File: config.mk
export PLATFORM = sky130hd
export DESIGN_NAME = mux_bus_if
export DESIGN_NICKNAME = d
export VERILOG_FILES = /design/src/rtl/mbi_pkg.sv /design/src/rtl/mbi_strobe_dec.sv /design/src/rtl/mbi_regfile.sv /design/src/rtl/mbi_ready.sv /design/src/rtl/mbi_irq.sv /design/src/rtl/mux_bus_if.sv
export SDC_FILE = /design/constraint.sdc
export NUM_CORES = 1
export LEC_CHECK = 0
export ABC_CLOCK_PERIOD_IN_PS = 1940
export BUFFER_PORTS_ARGS = -buffer_cell sky130_fd_sc_hd__buf_4
export CORE_MARGIN = 2
export CORE_UTILIZATION = 53
export DETAILED_ROUTE_END_ITERATION = 16
export GPL_ROUTABILITY_DRIVEN = 0
export GPL_TIMING_DRIVEN = 1
export PLACE_DENSITY = 0.75
export SYNTH_ARGS = -nofsm -noshare
export SYNTH_HDL_FRONTEND = slang
export SYNTH_SLANG_ARGS = --single-unit
File: constraint.sdc
create_clock -name clk -period 1.94 [get_ports clk]
set_input_delay 0.097 -clock clk [delete_from_list [all_inputs] [get_ports clk]]
set_output_delay 0.097 -clock clk [all_outputs]
set_load 0.01 [all_outputs]
File: src/rtl/mbi_pkg.sv
package mbi_pkg;

  typedef enum logic {
    STB_DIR_DS = 1'b0,
    STB_RD_WR  = 1'b1
  } stb_style_e;

  typedef enum logic {
    ADR_LATCH  = 1'b0,
    ADR_SELECT = 1'b1
  } adr_style_e;

  localparam int unsigned REG_CTRL = 0;
  localparam int unsigned REG_WAIT = 1;
  localparam int unsigned REG_PEND = 2;
  localparam int unsigned REG_MASK = 3;
  localparam int unsigned REG_SCR0 = 4;

  typedef struct packed {
    logic lvl;
    logic pol_hi;
  } irq_cfg_t;

endpackage

File: src/rtl/mbi_strobe_dec.sv
module mbi_strobe_dec
  import mbi_pkg::*;
(
  input  logic       clk,
  input  logic       rst,
  input  logic       strap_style,
  input  logic       strap_addr,
  input  logic       cs_n,
  input  logic       strb_a,
  input  logic       strb_b,
  input  logic       ale_sel,
  input  logic       ready,
  output stb_style_e style_q,
  output adr_style_e astyle_q,
  output logic       rd_live,
  output logic       rd_accept,
  output logic       wr_accept,
  output logic       wr_is_addr,
  output logic       ale_fall
);

  logic wr_live;
  logic rd_prev, wr_prev, ale_prev;

  // straps follow the pins throughout reset, frozen once reset drops
  always_ff @(posedge clk) begin
    if (rst) begin
      style_q  <= stb_style_e'(strap_style);
      astyle_q <= adr_style_e'(strap_addr);
      rd_prev  <= 1'b0;
      wr_prev  <= 1'b0;
      ale_prev <= 1'b0;
    end else begin
      rd_prev  <= rd_live;
      wr_prev  <= wr_live;
      ale_prev <= ale_sel;
    end
  end

  always_comb begin
    if (style_q == STB_DIR_DS) begin
      rd_live = !cs_n && !strb_b && strb_a;
      wr_live = !cs_n && !strb_b && !strb_a;
    end else begin
      rd_live = !cs_n && !strb_a;
      wr_live = !cs_n && !strb_b;
    end
  end

  // only the first active clock of a strobe counts, and only when idle
  assign rd_accept  = rd_live && !rd_prev && ready;
  assign wr_accept  = wr_live && !wr_prev && ready;
  assign wr_is_addr = (astyle_q == ADR_SELECT) && ale_sel;
  assign ale_fall   = (astyle_q == ADR_LATCH) && ale_prev && !ale_sel;

endmodule

File: src/rtl/mbi_regfile.sv
module mbi_regfile
  import mbi_pkg::*;
#(
  parameter int unsigned DW      = 8,
  parameter int unsigned AW      = 3,
  parameter int unsigned NEVT    = 4,
  parameter int unsigned LAT_RST = 3
) (
  input  logic            clk,
  input  logic            rst,
  input  logic [DW-1:0]   ad_in,
  input  logic            ale_fall,
  input  logic            wr_accept,
  input  logic            wr_is_addr,
  input  logic            rd_accept,
  input  logic            rd_live,
  input  logic [NEVT-1:0] evt_in,
  output logic [DW-1:0]   ad_out,
  output logic            ad_oe,
  output logic [DW-1:0]   lat_val,
  output irq_cfg_t        cfg,
  output logic [NEVT-1:0] pend,
  output logic [NEVT-1:0] mask
);

  localparam int unsigned NREG = 1 << AW;
  localparam int unsigned NSCR = NREG - REG_SCR0;
  localparam int unsigned SW   = $clog2(NSCR);

  logic [AW-1:0]   addr_q;
  logic [AW-1:0]   scr_off;
  logic [SW-1:0]   scr_idx;
  logic            is_scr;
  logic            dat_wr;
  logic [NEVT-1:0] clr_bits;
  logic [NEVT-1:0] pend_n;
  logic [DW-1:0]   reg_word;
  logic [DW-1:0]   reg_q;
  logic [DW-1:0]   scr_q;
  logic            scr_sel_q;
  logic [DW-1:0]   scr_mem [NSCR];

  assign scr_off = addr_q - AW'(REG_SCR0);
  assign scr_idx = scr_off[SW-1:0];
  assign is_scr  = (addr_q >= AW'(REG_SCR0));
  assign dat_wr  = wr_accept && !wr_is_addr;

  assign clr_bits = (dat_wr && addr_q == AW'(REG_PEND)) ? ad_in[NEVT-1:0] : '0;
  assign pend_n   = (pend & ~clr_bits) | evt_in;

  always_ff @(posedge clk) begin
    if (rst) begin
      addr_q  <= '0;
      cfg     <= '0;
      lat_val <= DW'(LAT_RST);
      mask    <= '0;
      pend    <= '0;
    end else begin
      pend <= pend_n;
      if (ale_fall || (wr_accept && wr_is_addr)) begin
        addr_q <= ad_in[AW-1:0];
      end
      if (dat_wr) begin
        case (addr_q)
          AW'(REG_CTRL): cfg     <= irq_cfg_t'(ad_in[1:0]);
          AW'(REG_WAIT): lat_val <= ad_in;
          AW'(REG_MASK): mask    <= ad_in[NEVT-1:0];
          default: ;
        endcase
      end
    end
  end

  // scratch storage: plain write port and registered read for RAM inference
  always_ff @(posedge clk) begin
    if (dat_wr && is_scr) begin
      scr_mem[scr_idx] <= ad_in;
    end
    if (rd_accept) begin
      scr_q <= scr_mem[scr_idx];
    end
  end

  always_comb begin
    case (addr_q)
      AW'(REG_CTRL): reg_word = DW'(cfg);
      AW'(REG_WAIT): reg_word = lat_val;
      AW'(REG_PEND): reg_word = DW'(pend);
      AW'(REG_MASK): reg_word = DW'(mask);
      default:       reg_word = '0;
    endcase
  end

  always_ff @(posedge clk) begin
    if (rst) begin
      reg_q     <= '0;
      scr_sel_q <= 1'b0;
      ad_oe     <= 1'b0;
    end else begin
      if (rd_accept) begin
        reg_q     <= reg_word;
        scr_sel_q <= is_scr;
        ad_oe     <= 1'b1;
      end else if (!rd_live) begin
        ad_oe <= 1'b0;
      end
    end
  end

  assign ad_out = scr_sel_q ? scr_q : reg_q;

endmodule

File: src/rtl/mbi_ready.sv
module mbi_ready #(
  parameter int unsigned DW = 8
) (
  input  logic          clk,
  input  logic          rst,
  input  logic          wr_accept,
  input  logic [DW-1:0] lat_val,
  output logic          ready,
  output logic [DW-1:0] busy_cnt
);

  always_ff @(posedge clk) begin
    if (rst) begin
      ready    <= 1'b1;
      busy_cnt <= '0;
    end else if (wr_accept) begin
      if (lat_val == '0) begin
        ready <= 1'b1;
      end else begin
        ready    <= 1'b0;
        busy_cnt <= lat_val;
      end
    end else if (!ready) begin
      if (busy_cnt <= DW'(1)) begin
        ready    <= 1'b1;
        busy_cnt <= '0;
      end else begin
        busy_cnt <= busy_cnt - DW'(1);
      end
    end
  end

endmodule

File: src/rtl/mbi_irq.sv
module mbi_irq
  import mbi_pkg::*;
#(
  parameter int unsigned NEVT    = 4,
  parameter int unsigned PULSE_W = 4
) (
  input  logic            clk,
  input  logic            rst,
  input  irq_cfg_t        cfg,
  input  logic [NEVT-1:0] pend,
  input  logic [NEVT-1:0] mask,
  output logic            irq
);

  localparam int unsigned PCW = $clog2(PULSE_W + 1);

  logic [NEVT-1:0] pm, pm_q;
  logic            new_ev;
  logic            act;
  logic [PCW-1:0]  pcnt;

  assign pm     = pend & mask;
  assign new_ev = |(pm & ~pm_q);
  assign act    = cfg.lvl ? (|pm) : (new_ev || pcnt != '0);

  always_ff @(posedge clk) begin
    if (rst) begin
      pm_q <= '0;
      pcnt <= '0;
      irq  <= 1'b1;
    end else begin
      pm_q <= pm;
      if (new_ev) begin
        pcnt <= PCW'(PULSE_W - 1);
      end else if (pcnt != '0) begin
        pcnt <= pcnt - PCW'(1);
      end
      irq <= cfg.pol_hi ? act : !act;
    end
  end

endmodule

File: src/rtl/mux_bus_if.sv
module mux_bus_if
  import mbi_pkg::*;
#(
  parameter int unsigned DW      = 8,
  parameter int unsigned AW      = 3,
  parameter int unsigned NEVT    = 4,
  parameter int unsigned LAT_RST = 3,
  parameter int unsigned PULSE_W = 4
) (
  input  logic            clk,
  input  logic            rst,
  input  logic            strap_style,
  input  logic            strap_addr,
  input  logic            cs_n,
  input  logic            strb_a,
  input  logic            strb_b,
  input  logic            ale_sel,
  input  logic [DW-1:0]   ad_in,
  input  logic [NEVT-1:0] evt_in,
  output logic [DW-1:0]   ad_out,
  output logic            ad_oe,
  output logic            ready,
  output logic            irq
);

  stb_style_e      style_q;
  adr_style_e      astyle_q;
  logic            rd_live, rd_accept, wr_accept, wr_is_addr, ale_fall;
  logic [DW-1:0]   lat_val;
  logic [DW-1:0]   busy_cnt;
  irq_cfg_t        cfg;
  logic [NEVT-1:0] pend, mask, pm_vec;

  assign pm_vec = pend & mask;

  mbi_strobe_dec u_dec (
    .clk        (clk),
    .rst        (rst),
    .strap_style(strap_style),
    .strap_addr (strap_addr),
    .cs_n       (cs_n),
    .strb_a     (strb_a),
    .strb_b     (strb_b),
    .ale_sel    (ale_sel),
    .ready      (ready),
    .style_q    (style_q),
    .astyle_q   (astyle_q),
    .rd_live    (rd_live),
    .rd_accept  (rd_accept),
    .wr_accept  (wr_accept),
    .wr_is_addr (wr_is_addr),
    .ale_fall   (ale_fall)
  );

  mbi_regfile #(
    .DW(DW), .AW(AW), .NEVT(NEVT), .LAT_RST(LAT_RST)
  ) u_regs (
    .clk       (clk),
    .rst       (rst),
    .ad_in     (ad_in),
    .ale_fall  (ale_fall),
    .wr_accept (wr_accept),
    .wr_is_addr(wr_is_addr),
    .rd_accept (rd_accept),
    .rd_live   (rd_live),
    .evt_in    (evt_in),
    .ad_out    (ad_out),
    .ad_oe     (ad_oe),
    .lat_val   (lat_val),
    .cfg       (cfg),
    .pend      (pend),
    .mask      (mask)
  );

  mbi_ready #(.DW(DW)) u_rdy (
    .clk      (clk),
    .rst      (rst),
    .wr_accept(wr_accept),
    .lat_val  (lat_val),
    .ready    (ready),
    .busy_cnt (busy_cnt)
  );

  mbi_irq #(.NEVT(NEVT), .PULSE_W(PULSE_W)) u_irq (
    .clk (clk),
    .rst (rst),
    .cfg (cfg),
    .pend(pend),
    .mask(mask),
    .irq (irq)
  );

endmodule

* Yosys cells after proc, flatten, opt, wreduce, memory -nomap -nowiden
Memory sizes are Yosys's and may differ from the RTL's. A register that Yosys moved wholly into a read port is not among the register bits. Cells that the tools add are included.
Word-level totals: flip-flop bits (word level) 53, bits in latches 0, memory bits (writable) 32, ROM bits 0, bits of input ports 20, output and inout port bits 11, word-level logic and storage cells 96, memories 1
Operators by class: $add $sub $neg 3, multipliers 0, divide/modulo/power cells 0, $lt $le $gt $ge 2, equality and inequality tests 6, shift-type cells 0, mux-type cells 21, bitwise operators 7, reductions and logical operators 36
Memories:
- u_regs.scr_mem | words 4, width 8, rd ports 1, clocked after memory_dff 1, write ports 1, RTL line mbi_regfile.sv:41 | logic [DW-1:0] scr_mem [NSCR];
Operators with widths (number):
- $mux 8 | 5
- $pmux 8 s4 | 1
- $logic_and 1x1->1 | 15
- $and 4x4->4 | 3
- $mux 1 | 12
- $le 8x1->1 const B | 1
- $logic_not 1->1 | 8
- $logic_not 8->1 | 1
- $not 4->4 | 2
- $reduce_and 2->1 | 4
- $reduce_or 4->1 | 2
- $sub 8x1->8 const B | 1
- $eq 3x2->1 const B | 2
- $ne 2x2->1 const B | 3
- $reduce_or 5->1 | 1
- $mux 2 | 2
- $mux 4 | 1
- $or 4x4->4 | 1
- $eq 3x1->1 const B | 1
- $ge 3x3->1 const B | 1
- $logic_not 3->1 | 1
- $reduce_bool 3->1 | 1
- $sub 3x1->3 const B | 1
- $logic_or 1x1->1 | 2
- 3 further kinds | 3

* Longest topological paths before layout
Gate-level depths: netlist of run 1.
depth after elaboration 12, gate-level depth with buffers 7, gate-level depth less buffers 7

* Hierarchy
A second synthesis of run 1 with hierarchy kept.
Unflattened totals: cells, all modules 360, area total of the unflattened synthesis 4126.5 µm²
Modules (own cells, without submodules):
- mbi_regfile | times used 1, cells an instance 223, area each 2901.5 µm²
- mbi_ready | times used 1, cells an instance 76, area each 646.9 µm²
- mbi_irq | times used 1, cells an instance 43, area each 365.4 µm²
- mbi_strobe_dec | times used 1, cells an instance 18, area each 212.7 µm²

* Worst setup path before layout of run 1
No wires, ideal clock.
path kind register to register, start register u_rdy.ready, end memory u_regs.scr_mem[0][0], enable pin, setup time 383 ps, arrival 1788 ps, data required time 1557 ps, path slack -231 ps, cell stages (with the launch flop) 6, clock period less this slack 2171 ps, cells stage by stage dfxtp_1 nor3b_2 nor3b_2 buf_2 nand3_1 nor3_1
Between the ends: word-level cells in the longest chain between the ends 5
RTL lines:
- start: declaration | RTL line mbi_ready.sv:8 | output logic ready,
- start signal: assignment | RTL line mbi_ready.sv:14 | ready <= 1'b1;
- start signal: assignment | RTL line mbi_ready.sv:18 | ready <= 1'b1;
- start signal: assignment | RTL line mbi_ready.sv:20 | ready <= 1'b0;
- $logic_and 1x1->1 | RTL line mbi_strobe_dec.sv:52 | assign wr_accept = wr_live && !wr_prev && ready;
- $logic_and 1x1->1 | RTL line mbi_regfile.sv:46 | assign dat_wr = wr_accept && !wr_is_addr;
- $logic_and 1x1->1 | RTL line mbi_regfile.sv:76 | if (dat_wr && is_scr) begin
- $mux 1 | RTL line mbi_regfile.sv:76
- $mux 1 (implied by the code) | RTL line mbi_regfile.sv:77 | scr_mem[scr_idx] <= ad_in;
- end: declaration | RTL line mbi_regfile.sv:41
No other way between the ends.

* Worst setup path in the final report of run 1
start input cs_n, end register u_rdy.busy_cnt[5]
Between the ends: word-level cells in the longest chain between the ends 8
RTL lines:
- start: declaration | RTL line mux_bus_if.sv:14 | input logic cs_n,
- $logic_not 1->1 * | RTL line mbi_strobe_dec.sv:43, mbi_strobe_dec.sv:46
- $logic_and 1x1->1 * | RTL line mbi_strobe_dec.sv:43, mbi_strobe_dec.sv:46
- $logic_and 1x1->1 | RTL line mbi_strobe_dec.sv:43 | wr_live = !cs_n && !strb_b && !strb_a;
- $mux 1 * | RTL line mbi_strobe_dec.sv:41 | if (style_q == STB_DIR_DS) begin
- $logic_and 1x1->1 * (2 in series) | RTL line mbi_strobe_dec.sv:52
- $ne 2x2->1 (no source line)
- $reduce_and 2->1 (no source line)
- end signal: assignment | RTL line mbi_ready.sv:21 | busy_cnt <= lat_val;
- end signal: assignment | RTL line mbi_ready.sv:28 | busy_cnt <= busy_cnt - DW'(1);
- end: declaration | RTL line mbi_ready.sv:9 | output logic [DW-1:0] busy_cnt
Mark *: on every way between the ends. The rest lies on a longest branch, timed or not. A chain may end at the register's enable or synchronous reset.

==> metrics.txt, run 1 <==
# TYPE chip_impl_metric gauge
chip_impl_info{name="rsz_0062_raised_after_global_routing",value="yes"} 1
chip_impl_metric{name="largest_net_degree_at_the_start_of_global_routing",unit=""} 47
chip_impl_metric{name="clock.fmax",unit="MHz"} 534
chip_impl_metric{name="ys_seq_elements",unit=""} 93
chip_impl_info{name="prevailing_post_synth_register_cell",value="sky130_fd_sc_hd__dfxtp_1"} 1
chip_impl_metric{name="place.port_buffers",unit=""} 30
chip_impl_metric{name="ys_warn_count",unit=""} 0
chip_impl_metric{name="detailed_place_hpwl",unit="mm"} 5.55
chip_impl_info{name="crit_slowest_cell",value="sky130_fd_sc_hd__dlygate4sd3_1"} 1
chip_impl_metric{name="drt-wirelength-per-cell",unit="µm"} 17.0
chip_impl_metric{name="tightestPinTransition",unit="ns"} 0.626
chip_impl_info{name="outcome",value="finished clean"} 1
chip_impl_metric{name="vdd_ir_drop_max",unit="mV"} 0.646
chip_impl_metric{name="final_core_utilization",unit="%"} 65.8
chip_impl_metric{name="die_area",unit="µm²"} 8070
chip_impl_metric{name="layout.filler_cells",unit=""} 539
chip_impl_metric{name="drc",unit=""} 0
chip_impl_metric{name="timing.critical_path.arrival",unit="ns"} 2.13
chip_impl_metric{name="worstSkewPairLatency",unit="ns"} 0.36
chip_impl_metric{name="worst_setup_hold_path_clk_slew",unit="ns"} 0.09
chip_impl_info{name="yosysMostFrequentCell",value="sky130_fd_sc_hd__dfxtp_1"} 1
chip_impl_info{name="yosys-top-cells-count",value="sky130_fd_sc_hd__dfxtp_1 (51), sky130_fd_sc_hd__edfxtp_1 (42), sky130_fd_sc_hd__nor2_1 (41)"} 1
chip_impl_metric{name="fp.dieW",unit="µm"} 89.8
chip_impl_metric{name="std_cell_rows",unit=""} 31
chip_impl_info{name="worstSetupEndpointType",value="flip-flop"} 1
chip_impl_metric{name="cts_inserted_buffers",unit=""} 9
chip_impl_metric{name="post-synth-top-area-fraction",unit="%"} 32.3
chip_impl_metric{name="synth-edff-count",unit=""} 42
chip_impl_metric{name="max-cap-violations",unit=""} 0
chip_impl_metric{name="postSynthCellCount",unit=""} 321
chip_impl_metric{name="layout.cells.non_filler",unit=""} 482
chip_impl_metric{name="diodes",unit=""} 0
chip_impl_metric{name="placed_area",unit="µm²"} 4350
chip_impl_metric{name="pin_count",unit=""} 31
chip_impl_metric{name="ctsHtreeMaxLevel",unit=""} 3
chip_impl_metric{name="detailroute.via_count",unit=""} 2728
chip_impl_metric{name="number_of_global_route_vias_before_repair",unit=""} 2785
chip_impl_metric{name="crit_path_max_incr_delay",unit="ns"} 0.55
chip_impl_metric{name="layout.nets",unit=""} 402
chip_impl_info{name="tritoncts_clock_tree",value="yes"} 1
chip_impl_metric{name="dpl.cell_count",unit=""} 452
chip_impl_metric{name="final-seq-area",unit="µm²"} 2280
chip_impl_metric{name="antenna_found_initial",unit=""} 0
chip_impl_metric{name="count_of_endpoints_failing_setup_in_the_final_report",unit=""} 0
chip_impl_metric{name="route.detailed.vias_per_inst",unit=""} 5.66
chip_impl_metric{name="comb_power_share",unit="%"} 16.5
chip_impl_metric{name="netSwitchingPower",unit="mW"} 1.13
chip_impl_info{name="post_synth_main_area_contributors",value="sky130_fd_sc_hd__edfxtp_1 (32%), sky130_fd_sc_hd__dfxtp_1 (26%), sky130_fd_sc_hd__mux4_2 (5.8%)"} 1
chip_impl_metric{name="grtUsageTotal",unit="%"} 21.4
chip_impl_metric{name="finalWorstPathRequiredPeriod",unit="ns"} 1.87
chip_impl_metric{name="power.share.sequential",unit="%"} 52.3
chip_impl_metric{name="area_growth_syn_to_layout",unit="%"} 21.0
chip_impl_metric{name="power_density",unit="nW/µm²"} 888
chip_impl_metric{name="drt_wl_total",unit="mm"} 8.18
chip_impl_metric{name="grt_first_pass_wirelength",unit="mm"} 13.5
chip_impl_metric{name="netlist_area_before_placement",unit="µm²"} 3900
chip_impl_info{name="synth_largest_area_cell",value="sky130_fd_sc_hd__edfxtp_1"} 1
chip_impl_metric{name="async_set_or_reset_register_ratio_after_synthesis",unit="%"} 0
chip_impl_info{name="cp-start-kind",value="input pin"} 1
chip_impl_metric{name="synth_cell_type_count",unit=""} 46
chip_impl_metric{name="final.setup_skew",unit="ns"} 0.0102
chip_impl_metric{name="multiInputGateArea",unit="µm²"} 1560
chip_impl_metric{name="synth_sequential_area_ratio",unit="%"} 58.5
chip_impl_metric{name="number_of_search_and_repair_iterations_in_the_first_detailed_routing_pass",unit=""} 4
chip_impl_metric{name="cts-root-to-sink-buffers",unit=""} 2
chip_impl_metric{name="leakagePower",unit="nW"} 1.70
chip_impl_metric{name="path_buf_inv",unit=""} 3
chip_impl_metric{name="final.period_utilization",unit="%"} 96.4
chip_impl_metric{name="syn_nets",unit=""} 345
chip_impl_info{name="crit_path_cell_trace",value="dlygate4sd3_1, buf_4, nor3b_4, nor3b_4, a21boi_1, buf_4, or2_2, o32ai_1"} 1
chip_impl_metric{name="grt-ovfl-total",unit=""} 0
chip_impl_metric{name="final_cell_area",unit="µm²"} 4720
chip_impl_metric{name="final_hold_viol_count",unit=""} 0
chip_impl_metric{name="synthesis.area_per_instance",unit="µm²"} 12.2
chip_impl_metric{name="die_h",unit="µm"} 89.8
chip_impl_metric{name="slew-limit-headroom",unit="%"} 58.2
chip_impl_metric{name="max_fo_critical_path",unit=""} 13
chip_impl_info{name="criticalPathCategory",value="in -> reg"} 1
chip_impl_metric{name="internal_power",unit="mW"} 3.06
chip_impl_info{name="timing.critical_path.max_delay_family",value="buffers and inverters"} 1
chip_impl_metric{name="final_layout_size_suffix_gt1_share",unit="%"} 25.3
chip_impl_metric{name="p_clk_share",unit="%"} 31.2
chip_impl_metric{name="drt_first_iter_violations",unit=""} 162
chip_impl_metric{name="switching_share_of_power",unit="%"} 26.9
chip_impl_metric{name="cts_sinks",unit=""} 93
chip_impl_info{name="clock_tree.root_cell",value="sky130_fd_sc_hd__clkbuf_8"} 1
chip_impl_metric{name="cp.required",unit="ns"} 2.20
chip_impl_metric{name="antenna_left",unit=""} 0
chip_impl_metric{name="core_region_area",unit="µm²"} 7180
chip_impl_metric{name="tns",unit="ns"} 0
chip_impl_metric{name="initial_core_util",unit="%"} 54.4
chip_impl_info{name="hold_path_class",value="in -> reg"} 1
chip_impl_metric{name="maxSlewViolCount",unit=""} 0
[power by group through the flow]
| stage | Clock (mW) | Sequential [mW] | Combinational (mW) |
|---|---|---|---|
| after floorplan | 0 | 2.22 | 0.464 |
| after global placement | 0 | 2.23 | 0.634 |
| after detailed placement | 0 | 2.24 | 0.654 |
| after CTS | 1.33 | 2.19 | 0.678 |
| after global routing | 1.42 | 2.20 | 0.783 |
| final | 1.31 | 2.19 | 0.692 |
[worst paths after layout]
path | start | endpoint | slack, ns | cells past startpoint
worst max-delay path | cs_n | u_rdy.busy_cnt[5]$_SDFFE_PP0P_ | 0.07 | 8
worst max register to register | u_rdy.busy_cnt[0]$_SDFFE_PP0P_ | u_rdy.busy_cnt[5]$_SDFFE_PP0P_ | 0.09 | 7
worst min register to register | u_regs.ad_oe$_SDFFE_PP0P_ | u_regs.ad_oe$_SDFFE_PP0P_ | 0.45 | 2
worst min-delay path | evt_in[2] | u_regs.pend[2]$_SDFF_PP0_ | 0.02 | 3
[flip-flops by register name, summed over array words and instances, names as in the netlist, 2 cells and up]
name and flops:
u_regs.cfg 2, u_regs.scr_mem 32, u_regs.reg_q 8, u_regs.addr_q 3, u_regs.lat_val 8, u_regs.scr_q 8
u_rdy.busy_cnt 8, u_regs.pend 4, u_irq.pcnt 3, u_irq.pm_q 4, u_regs.mask 4
[worst register-to-register path, delay by kind of cell, from the launching register on]
family          cells  cell delay, ns
buf+inv             1            0.10
simple gates        3            0.67
compound gates      2            0.34
flops               1            0.37
fa+ha+maj           1            0.27
[stage by stage]
stage                     total power, mW  setup WS (ns)  hold slack [ns]
after floorplan                      2.68        -0.0415            0.175
after global placement               2.86          0.156            0.278
after detailed placement             2.89         0.0424            0.280
after CTS                            4.20         0.0161           0.0125
after global routing                 4.41        -0.0447           0.0191
final                                4.19         0.0689           0.0212
[layout make-up]
| type | count | share of cell area [%] |
|---|---|---|
| Sequential cell | 93 | 48.3 |
| Multi-Input combinational cell | 202 | 33.0 |
| Timing Repair Buffer | 60 | 10.8 |
| Inverter | 12 | 0.954 |
| Clock inverter | 7 | 1.64 |
| Tap cell | 99 | 2.62 |
| Clock buffer | 9 | 2.62 |
[what timing repair did]
item / 4_1_cts / 5_1_grt
endpoints found under the hold margin: 41 / 0
gates resized for setup: 0 / 7
hold buffers: 14 / 0
setup buffers: 0 / 0
endpoints found under the setup margin: 0 / 42
[per-layer routing]
layer  global-route usage, %  part of all wire [%]  vias up  wire (µm)
li1                        -                     -     1309          -
met1                    26.7                    42     1334       3460
met2                    36.3                    51       67       4190
met3                    3.86                   4.1       18        332
met4                    9.87                   2.3        0        189
met5                       0                     0        -          0
[cell usage in the layout, fill, tap and decap left out, types with 4 or more instances in the layout]
master,instances
sky130_fd_sc_hd__a211oi_1,4
sky130_fd_sc_hd__edfxtp_1,42
sky130_fd_sc_hd__nor2_1,40
sky130_fd_sc_hd__inv_1,12
sky130_fd_sc_hd__inv_6,4
sky130_fd_sc_hd__nand2_1,14
sky130_fd_sc_hd__clkbuf_8,9
sky130_fd_sc_hd__nor3_1,8
sky130_fd_sc_hd__dlygate4sd3_1,14
sky130_fd_sc_hd__buf_4,44
sky130_fd_sc_hd__ha_1,4
sky130_fd_sc_hd__nor4_1,5
sky130_fd_sc_hd__mux4_2,10
sky130_fd_sc_hd__mux2_2,10
sky130_fd_sc_hd__a21oi_1,15
sky130_fd_sc_hd__nand2b_1,7
sky130_fd_sc_hd__a311oi_1,4
sky130_fd_sc_hd__nand3b_1,5
sky130_fd_sc_hd__nor2b_1,8
sky130_fd_sc_hd__dfxtp_1,51
sky130_fd_sc_hd__a22o_1,4
sky130_fd_sc_hd__o32ai_1,4
sky130_fd_sc_hd__mux2i_1,19
[logic make-up after synthesis]
kind of cell,count (synthesis),synth area share (%)
buf+inv,26,2.63
compound gates,44,7.76
fa+ha+maj,4,1.28
mux,39,13.5
xor+xnor,2,0.449
flops,93,58.5
simple gates,113,15.9
No activity file was read; power rests on OpenSTA's default activity.
==> run 2, diff against run 1 <==
- CORE_UTILIZATION: 53 -> 40
- PLACE_DENSITY: 0.75 -> not set
==> metrics.txt, run 2 (synthesized netlist as in run 1, its figures left out) <==
# TYPE chip_impl_metric gauge
chip_impl_info{name="outcome",value="finished clean"} 1
chip_impl_info{name="highest_metal_layer_with_signal_wires",value="met4"} 1
chip_impl_metric{name="max-cap-violations",unit=""} 0
chip_impl_metric{name="final.period_utilization",unit="%"} 91.4
chip_impl_metric{name="number_of_global_route_vias_before_repair",unit=""} 2609
chip_impl_info{name="hold_path_class",value="in -> reg"} 1
chip_impl_metric{name="pin_count",unit=""} 31
chip_impl_metric{name="initial_core_util",unit="%"} 40.5
chip_impl_metric{name="wl_met2",unit="mm"} 3.80
chip_impl_metric{name="vdd_ir_drop_max",unit="mV"} 0.447
chip_impl_metric{name="power_density",unit="nW/µm²"} 859
chip_impl_metric{name="ctsHtreeMaxLevel",unit=""} 3
chip_impl_metric{name="cts_inserted_buffers",unit=""} 9
chip_impl_metric{name="drc",unit=""} 0
chip_impl_metric{name="final.hold.worst_slack",unit="ns"} 0.0280
chip_impl_metric{name="largest_reg_flops",unit=""} 32
chip_impl_info{name="crit-reg2reg-launch",value="u_rdy.ready$_SDFF_PP1_"} 1
chip_impl_metric{name="area_growth_syn_to_layout",unit="%"} 21.6
chip_impl_metric{name="clock.fmax",unit="MHz"} 564
chip_impl_metric{name="grt-ovfl-total",unit=""} 0
chip_impl_metric{name="drt_wl_total",unit="mm"} 8.02
chip_impl_metric{name="slew-limit-headroom",unit="%"} 55.7
chip_impl_info{name="layout_common_cells",value="sky130_fd_sc_hd__buf_4 (51), sky130_fd_sc_hd__dfxtp_1 (51), sky130_fd_sc_hd__edfxtp_1 (42)"} 1
chip_impl_metric{name="worstSkewPairLatency",unit="ns"} 0.36
chip_impl_metric{name="drt_first_iter_violations",unit=""} 122
chip_impl_metric{name="layout.cells.non_filler",unit=""} 521
chip_impl_metric{name="largest_net_degree_at_the_start_of_global_routing",unit=""} 43
chip_impl_metric{name="worst-r2r-cell-count",unit=""} 6
chip_impl_metric{name="finalWorstSetupSlack",unit="ns"} 0.166
chip_impl_metric{name="detailed_place_hpwl",unit="mm"} 5.59
chip_impl_metric{name="leakagePower",unit="nW"} 1.71
chip_impl_metric{name="final.setup_skew",unit="ns"} 0.0100
chip_impl_info{name="tritoncts_clock_tree",value="yes"} 1
chip_impl_metric{name="cts-root-to-sink-buffers",unit=""} 2
chip_impl_metric{name="std_cell_rows",unit=""} 36
chip_impl_metric{name="final_layout_size_suffix_gt1_share",unit="%"} 26.3
chip_impl_metric{name="finalWorstPathRequiredPeriod",unit="ns"} 1.77
chip_impl_info{name="worstReg2RegEnd",value="u_rdy.busy_cnt[2]$_SDFFE_PP0P_"} 1
chip_impl_info{name="criticalPathCategory",value="reg -> reg"} 1
chip_impl_metric{name="grtUsageTotal",unit="%"} 16.3
chip_impl_metric{name="final_hold_viol_count",unit=""} 0
chip_impl_metric{name="antenna_found_initial",unit=""} 0
chip_impl_metric{name="die_area",unit="µm²"} 10600
chip_impl_metric{name="cts_sinks",unit=""} 93
chip_impl_metric{name="fp.dieW",unit="µm"} 103
chip_impl_metric{name="route.detailed.vias_per_inst",unit=""} 5.11
chip_impl_metric{name="r2r_slack",unit="ns"} 0.17
chip_impl_metric{name="worst_setup_hold_path_clk_slew",unit="ns"} 0.09
chip_impl_metric{name="dpl.cell_count",unit=""} 492
chip_impl_metric{name="diodes",unit=""} 0
chip_impl_metric{name="wl_met1",unit="mm"} 3.88
chip_impl_info{name="hold_end",value="u_regs.pend[0]$_SDFF_PP0_"} 1
chip_impl_metric{name="count_of_endpoints_failing_setup_in_the_final_report",unit=""} 0
chip_impl_metric{name="maxSlewViolCount",unit=""} 0
chip_impl_metric{name="layout.filler_cells",unit=""} 873
chip_impl_metric{name="timing.critical_path.arrival",unit="ns"} 2.03
chip_impl_metric{name="grt_first_pass_wirelength",unit="mm"} 13.0
chip_impl_metric{name="layout.nets",unit=""} 407
chip_impl_metric{name="core_region_area",unit="µm²"} 9640
chip_impl_metric{name="detailroute.via_count",unit=""} 2662
chip_impl_info{name="hp-start",value="evt_in[0]"} 1
chip_impl_info{name="top_register",value="u_regs.scr_mem"} 1
chip_impl_metric{name="whs_path_depth",unit=""} 3
chip_impl_metric{name="detailedPlace.worstSlack",unit="ns"} 0.105
chip_impl_metric{name="met3_length",unit="µm"} 270
chip_impl_metric{name="drt-wirelength-per-cell",unit="µm"} 15.4
chip_impl_metric{name="cp.required",unit="ns"} 2.19
chip_impl_metric{name="cts.repair_timing.setup_buffer_count",unit=""} 0
chip_impl_metric{name="place.port_buffers",unit=""} 30
chip_impl_metric{name="antenna_left",unit=""} 0
chip_impl_metric{name="max_fo_critical_path",unit=""} 13
chip_impl_metric{name="die_h",unit="µm"} 103
chip_impl_metric{name="number_of_search_and_repair_iterations_in_the_first_detailed_routing_pass",unit=""} 4
chip_impl_info{name="clock_tree.root_cell",value="sky130_fd_sc_hd__clkbuf_8"} 1
chip_impl_info{name="worstSetupEndpointType",value="flip-flop"} 1
chip_impl_metric{name="tightestPinTransition",unit="ns"} 0.664
chip_impl_info{name="cp-start-kind",value="flip-flop"} 1
==> run 2: worst max-delay path by stage <==
stage | startpoint | depth (start not counted) | slack (ns) | to
3_3_place_gp | u_rdy.busy_cnt[0]$_SDFFE_PP0P_ | 7 | 0.12 | u_rdy.busy_cnt[0]$_SDFFE_PP0P_
4_1_cts | u_rdy.busy_cnt[0]$_SDFFE_PP0P_ | 7 | 0.07 | u_rdy.busy_cnt[4]$_SDFFE_PP0P_
2_1_floorplan | u_rdy.ready$_SDFF_PP1_ | 5 | -0.04 | u_regs.scr_mem[1][0]$_DFFE_PP_
3_5_place_dp | u_rdy.ready$_SDFF_PP1_ | 5 | 0.10 | u_regs.scr_mem[0][2]$_DFFE_PP_
5_1_grt | u_rdy.ready$_SDFF_PP1_ | 6 | -0.002 | u_rdy.busy_cnt[4]$_SDFFE_PP0P_
6_report | u_rdy.ready$_SDFF_PP1_ | 6 | 0.17 | u_rdy.busy_cnt[2]$_SDFFE_PP0P_
==> run 2: metal layers <==
metal | up-vias | global-route usage [%]
met5 | - | 0
met4 | 0 | 3.64
met3 | 6 | 3.86
met2 | 49 | 26.6
met1 | 1299 | 22.4
li1 | 1308 | -
==> run 2: what timing repair did <==
action,4_1_cts,5_1_grt
endpoints found under the setup margin,0,37
resized for setup,0,3
endpoints found under the hold margin,31,0
hold buffers,13,0
==> run 2: area by class of cell <==
class                      instances  area (µm²)  share of cell area (%)
timing repair buffer              65         533                    11.2
inverter                          12        45.0                   0.949
sequential                        93        2280                    48.1
clock inverter                     7        56.3                    1.19
multi-input combinational        202        1540                    32.4
tap                              133         166                    3.51
clock buffer                       9         124                    2.61
==> run 2: worst max-delay path, cell delays in order (launching register included) <==
cell                       delay [ns]
sky130_fd_sc_hd__dfxtp_1         0.33
sky130_fd_sc_hd__nor3b_2         0.22
sky130_fd_sc_hd__nor3b_4         0.34
sky130_fd_sc_hd__a21boi_0        0.14
sky130_fd_sc_hd__buf_4           0.20
sky130_fd_sc_hd__or2_2           0.32
sky130_fd_sc_hd__o32ai_1         0.13
==> run 2: power by group <==
| group | switching, mW | total, mW | leakage, nW | internal, mW |
|---|---|---|---|---|
| sequential | 0.0561 | 2.18 | 0.796 | 2.13 |
| clock | 0.715 | 1.20 | 0.0915 | 0.487 |
| combinational | 0.365 | 0.690 | 0.826 | 0.325 |
| total | 1.14 | 4.08 | 1.71 | 2.94 |
==> run 2: through the flow <==
step / power (mW) / TNS (ns) / utilization [%] / instance area [µm²]
floorplan: 2.68 / -0.748 / - / 3910
global placement: 2.89 / 0 / 45.9 / 4420
detailed placement: 2.90 / 0 / 45.9 / 4420
CTS: 4.12 / 0 / 49.1 / 4730
global route: 4.30 / -0.00169 / 49.2 / 4750
finish: 4.08 / 0 / 49.2 / 4750
